==> src/rtl/rxq_pkg.sv <==
package rxq_pkg;
    localparam int ADDR_W = 32;
    localparam int IDX_W  = 3;
    localparam int SLOTS  = 1 << IDX_W;
    localparam int STAT_W = 2 * IDX_W + 3;

    typedef logic [IDX_W-1:0]  idx_t;
    typedef logic [ADDR_W-1:0] addr_t;

    typedef struct packed {
        logic ovf;
        logic empty;
        logic full;
        idx_t tail;
        idx_t head;
    } rxq_status_t;

    function automatic idx_t idx_inc(idx_t i);
        return idx_t'(i + idx_t'(1));
    endfunction
endpackage

==> src/rtl/rxq_slot_store.sv <==
module rxq_slot_store
    import rxq_pkg::*;
(
    input  logic  clk_i,
    input  logic  rst_i,
    input  logic  wr_en_i,
    input  idx_t  wr_idx_i,
    input  addr_t wr_data_i,
    input  idx_t  rd_idx_i,
    output addr_t rd_data_o
);
    addr_t slot_q [SLOTS];

    for (genvar g = 0; g < SLOTS; g++) begin : g_slot
        always_ff @(posedge clk_i) begin
            if (rst_i)
                slot_q[g] <= '0;
            else if (wr_en_i && (wr_idx_i == idx_t'(g)))
                slot_q[g] <= wr_data_i;
        end
    end

    assign rd_data_o = slot_q[rd_idx_i];
endmodule

==> src/rtl/rxq_ptr_ctrl.sv <==
module rxq_ptr_ctrl
    import rxq_pkg::*;
(
    input  logic clk_i,
    input  logic rst_i,
    input  logic push_i,
    input  logic take_i,
    output idx_t head_o,
    output idx_t tail_o,
    output logic full_o,
    output logic empty_o,
    output logic ovf_o,
    output logic wr_en_o
);
    idx_t head_q, tail_q;
    logic ovf_q;
    logic do_push, do_take;

    assign empty_o = (head_q == tail_q);
    assign full_o  = (idx_t'(tail_q - head_q) == idx_t'(SLOTS - 1));
    assign do_push = push_i && !full_o;
    assign do_take = take_i && !empty_o;
    assign wr_en_o = do_push;

    always_ff @(posedge clk_i) begin
        if (rst_i) begin
            head_q <= '0;
            tail_q <= '0;
            ovf_q  <= 1'b0;
        end else begin
            if (do_push) tail_q <= idx_inc(tail_q);
            if (do_take) head_q <= idx_inc(head_q);
            if (push_i && full_o) ovf_q <= 1'b1;
        end
    end

    assign head_o = head_q;
    assign tail_o = tail_q;
    assign ovf_o  = ovf_q;

    AST_TAIL_STEP: assert property (@(posedge clk_i) disable iff (rst_i)
        (push_i && !full_o) |=> (tail_q == idx_inc($past(tail_q))));
    AST_FULL_EMPTY_EXCL: assert property (@(posedge clk_i) disable iff (rst_i)
        !(full_o && empty_o));
    AST_FULL_PUSH_HOLD: assert property (@(posedge clk_i) disable iff (rst_i)
        (push_i && full_o) |=> ($stable(tail_q) && ovf_q));
    AST_OVF_STICKY: assert property (@(posedge clk_i) disable iff (rst_i)
        ovf_q |=> ovf_q);
    AST_BAD_MSG_HOLD: assert property (@(posedge clk_i) disable iff (rst_i)
        !take_i |=> $stable(head_q));
    AST_EMPTY_TAKE_HOLD: assert property (@(posedge clk_i) disable iff (rst_i)
        (take_i && empty_o) |=> $stable(head_q));
endmodule

==> src/rtl/rxq_buf_queue.sv <==
module rxq_buf_queue
    import rxq_pkg::*;
(
    input  logic              clk_i,
    input  logic              rst_i,
    input  logic              push_i,
    input  logic [ADDR_W-1:0] push_addr_i,
    input  logic              consume_i,
    input  logic              consume_ok_i,
    input  logic              irq_en_i,
    output logic [ADDR_W-1:0] head_addr_o,
    output logic [STAT_W-1:0] status_o,
    output logic              irq_o
);
    idx_t        head, tail;
    logic        full, empty, ovf, wr_en;
    rxq_status_t stat;

    rxq_ptr_ctrl u_ctrl (
        .clk_i   (clk_i),
        .rst_i   (rst_i),
        .push_i  (push_i),
        .take_i  (consume_i && consume_ok_i),
        .head_o  (head),
        .tail_o  (tail),
        .full_o  (full),
        .empty_o (empty),
        .ovf_o   (ovf),
        .wr_en_o (wr_en)
    );

    rxq_slot_store u_store (
        .clk_i     (clk_i),
        .rst_i     (rst_i),
        .wr_en_i   (wr_en),
        .wr_idx_i  (tail),
        .wr_data_i (push_addr_i),
        .rd_idx_i  (head),
        .rd_data_o (head_addr_o)
    );

    always_comb begin
        stat.head  = head;
        stat.tail  = tail;
        stat.full  = full;
        stat.empty = empty;
        stat.ovf   = ovf;
    end

    assign status_o = stat;
    assign irq_o    = irq_en_i && empty;

    AST_IRQ_ONLY_DRY: assert property (@(posedge clk_i) disable iff (rst_i)
        irq_o |-> (status_o[2:0] == status_o[5:3]));
endmodule

==> config.mk <==
export PLATFORM = sky130hd
export DESIGN_NAME = rxq_buf_queue
export DESIGN_NICKNAME = d
export VERILOG_FILES = /design/src/rtl/rxq_pkg.sv /design/src/rtl/rxq_slot_store.sv /design/src/rtl/rxq_ptr_ctrl.sv /design/src/rtl/rxq_buf_queue.sv
export SDC_FILE = /design/constraint.sdc
export NUM_CORES = 1
export LEC_CHECK = 0
export BUFFER_PORTS_ARGS = -buffer_cell sky130_fd_sc_hd__buf_2
export CAP_MARGIN = 10
export CORE_MARGIN = 2
export CORE_UTILIZATION = 24
export CTS_BUF_LIST = sky130_fd_sc_hd__clkbuf_8
export CTS_CLUSTER_SIZE = 16
export DETAILED_ROUTE_END_ITERATION = 6
export PLACE_DENSITY = 0.41
export SLEW_MARGIN = 30
export SYNTH_ARGS = -nofsm -noshare
export SYNTH_HDL_FRONTEND = slang
export SYNTH_HIERARCHICAL = 1
export SYNTH_SLANG_ARGS = --single-unit
==> constraint.sdc <==
create_clock -name clk_i -period 3.7 [get_ports clk_i]
set_input_delay 0.555 -clock clk_i [delete_from_list [all_inputs] [get_ports clk_i]]
set_output_delay 0.555 -clock clk_i [all_outputs]
set_load 0.005 [all_outputs]
==> impl_metrics.py <==
metrics = {
    "die": {
        "die_x_um": 226.9,
        "core_sq_mm": 0.04895,
        "die_height_um": 226.9,
        "fp-row-count": 81,
        "initial_core_util_pct": 24.36,
        "die_area_sq_mm": 0.05148,
        "io_pins": 80,
    },
    "critical_path": {
        "startpoint_type": "flop",
        "cp-end-kind": "output pin",
        "cp.required_ps": 3140,
        "rr_endpoint": "u_store/slot_q[2][25]$_SDFFCE_PN0P_",
        "reg2regPathDepth": 10,
        "cp_max_fo": 67,
        "critPathArrivalTime_ps": 2520,
        "r2r_slack_ps": 830,
        "critPathKind": "reg -> out",
        "r2r-start": "u_ctrl/tail_o[0]$_SDFFE_PP0P_",
    },
    "yosys": {
        "seq_area_frac_synth_pct": 65.65,
        "syn-cell-area_sq_mm": 0.01192,
        "ys_ff_latch": 263,
        "avgSynthCellArea_sq_um": 15.37,
        "synth_cell_type_count": 32,
        "postSynthCellCount": 776,
        "synth.net_count": 819,
        "ys_warn_count": 6,
    },
    "sta": {
        "min_period_ps": 3079,
        "final_max_slew_viol_count": 0,
        "tightest_slew_ps": 885.7,
        "relSlewSlack_pct": 40.96,
        "max_freq_mhz": 324.7,
        "finClkSkew_ps": 11.41,
        "setup_viol": 0,
        "fin_tns_setup_ps": 0,
        "finalHoldViolCount": 0,
        "period_share_pct": 83.23,
        "rsz0062_at_grt": "no",
    },
    "grt": {
        "grt_max_degree": 89,
        "grt_usage_pct": 13.02,
        "grt_pass1_wl_mm": 49.54,
        "grt_pass1_vias": 7677,
        "grt-ovfl-total": 0,
        "antenna_found_initial": 0,
    },
    "detailed_routing": {
        "routedWlPerCell_um": 21.01,
        "ant_nets": 0,
        "wl_met1_mm": 15.50,
        "first_iter_violations": 343,
        "highest_layer": "met4",
        "drc": 0,
        "vias": 7062,
        "viasPerCell": 4.559,
        "wl_met2_mm": 15.00,
        "drt-total-wl_mm": 32.54,
        "firstDrtPassIters": 5,
        "wl_met3_mm": 1.423,
    },
    "final_layout": {
        "seqCellArea_sq_mm": 0.007836,
        "fin_util_pct": 28.59,
        "final_nets": 893,
        "fill_cells": 4969,
        "multi_input_area_sq_mm": 0.003687,
        "syn_to_final_growth_pct": 17.38,
        "fin_cells": 1549,
        "n_antenna_cell": 0,
        "drive_above_1_share_pct": 25.88,
    },
    "cts": {
        "cts_tree": "yes",
        "cts_root_buffer": "clkbuf_8",
        "post_cts_buffers": 0,
        "clkTransAtPathRegs_ps": 60,
        "cts_max_level": 2,
        "cts_resized": 0,
        "clock_path_buffers": 3,
        "numCtsBuffers": 46,
        "hold_buffers": 0,
        "clk_latency_ps": 570,
        "clkSinkCount": 263,
    },
    "place": {
        "dp_cells": 1466,
        "gp_congestion": 0.6520,
        "dp.final_hpwl_mm": 16.45,
        "io_buffers": 79,
    },
    "hold_path": {
        "hold_path_depth": 3,
        "min_to": "u_ctrl/ovf_o$_SDFFE_PP0P_",
        "min_from": "push_i",
        "hold_class": "in -> reg",
    },
    "pwr": {
        "power_leakage_nw": 4.744,
        "ir_worst_vdd_mv": 0.1777,
        "power.total_mw": 6.602,
        "power_density_mw_per_mm2": 471.7,
    },
    "job": {
        "max_cap_viol_count": 0,
    },
    "outcome": {
        "run_status": "complete, no violations",
    },
}
[critical path, cell delays in order, from the launching register on]
cell and delay (ps):
dfxtp_4 360, buf_12 430, mux4_1 660, mux2_2 310
buf_2 140
[cells in the mapped netlist, drive strengths merged]
cell type / count / area [sq um]
mux4: 64 / 1592
nor3: 256 / 1281
o21bai: 8 / 60.06
o21ai: 3 / 18.77
xor3: 1 / 25.02
or2: 1 / 6.260
xor2: 3 / 26.28
ha: 4 / 50.05
mux2i: 2 / 20.02
edfxtp: 256 / 7687
nor2: 8 / 30.03
inv: 5 / 18.77
nand3b: 1 / 7.510
xnor2: 1 / 8.760
nand2b: 4 / 25.02
or3: 1 / 6.260
nand2: 3 / 11.26
dfxtp: 7 / 140.1
clkbuf: 37 / 138.9
clkinv: 32 / 120.1
mux2: 32 / 360.4
or3b: 1 / 8.760
and2: 2 / 12.51
fa: 1 / 20.02
buf: 40 / 231.5
o211ai: 1 / 7.510
a21oi: 2 / 10.01
[flip-flops by register name, indices dropped and copies added (netlist names)]
register / flops
u_ctrl/tail_o: 3
u_ctrl/head_o: 3
u_ctrl/ovf_o: 1
u_store/slot_q: 256
[layer usage]
| metal | track usage [%] | vias up |
|---|---|---|
| li1 | - | 3226 |
| met5 | 0 | - |
| met4 | 3.841 | 0 |
| met1 | 18.00 | 3638 |
| met2 | 20.73 | 150 |
| met3 | 2.436 | 48 |
[report_power, final]
group          switching (mW)  leakage, nW  internal (mW)
registers              0.0394         2.72           3.42
clock network            1.20        0.485           1.22
logic                   0.441         1.54          0.285
[worst max-delay path by stage]
| stage | from | end | cells past startpoint |
|---|---|---|---|
| 6_report | u_ctrl/head_o[0]$_SDFFE_PP0P_ | head_addr_o[3] | 4 |
| 5_1_grt | u_ctrl/head_o[0]$_SDFFE_PP0P_ | head_addr_o[17] | 4 |
| 4_1_cts | u_ctrl/head_o[0]$_SDFFE_PP0P_ | head_addr_o[17] | 4 |
| 3_5_place_dp | u_ctrl/tail_o[0]$_SDFFE_PP0P_ | u_store/slot_q[2][24]$_SDFFCE_PN0P_ | 10 |
| 3_3_place_gp | u_ctrl/tail_o[0]$_SDFFE_PP0P_ | u_store/slot_q[4][6]$_SDFFCE_PN0P_ | 10 |
| 2_1_floorplan | u_ctrl/tail_o[0]$_SDFFE_PP0P_ | u_store/slot_q[3][0]$_SDFFCE_PN0P_ | 9 |
[stage by stage]
step                      cell area (sq um)  hold WS [ps]  setup slack (ps)
final                                 14000         257.4             620.6
after global routing                  14000         254.3             487.7
after CTS                             14000         212.0             536.5
after detailed placement              13180         455.4             808.9
after global placement                13180         456.0             856.4
after floorplan                       11920         438.0             210.3
[cell families (layout without fill, tap and decap cells)]
kind of cell               count (synthesis)  in the layout  synth area share (%)
muxes                                     98             98                 16.54
and+or+nand+nor                          277            277                 11.65
DFF                                      263            263                 65.65
adders and majority gates                  5              5                0.5876
buffers and inverters                    114            223                 4.271
xor gates and xnor gates                   5              5                0.5037
AOI/OAI and AO/OA                         14             14                0.8080
[cell usage in the layout (no fill, tap or decap)]
cell type,instances
nand2b_2,2
mux2_2,32
clkbuf_8,49
buf_2,79
nor2_1,8
edfxtp_1,256
mux4_2,24
xor3_2,1
ha_1,4
nand2b_1,2
o21bai_4,8
o211ai_1,1
clkinvlp_4,2
nand3b_1,1
dfxtp_1,4
dfxtp_4,2
or3_1,1
inv_6,1
o21ai_0,2
a21oi_1,2
xor2_1,3
or2_2,1
o21ai_2,1
mux2i_1,2
mux4_1,40
or3b_4,1
inv_1,26
and2_1,2
xnor2_1,1
dfxtp_2,1
nor3_1,256
nand2_1,2
nand2_2,1
fa_1,1
buf_12,9
clkinv_1,42
buf_4,15
[cell type report]
class                           instances  share of cell area (%)
Multi-Input combinational cell        399                   26.35
Tap cell                              664                   5.936
Clock buffer                           49                   4.819
Clock inverter                         34                   1.001
Sequential cell                       263                   55.99
Inverter                               37                  0.9923
Timing Repair Buffer                  103                   4.917
Note: power is estimated with default switching activity, not from simulation.
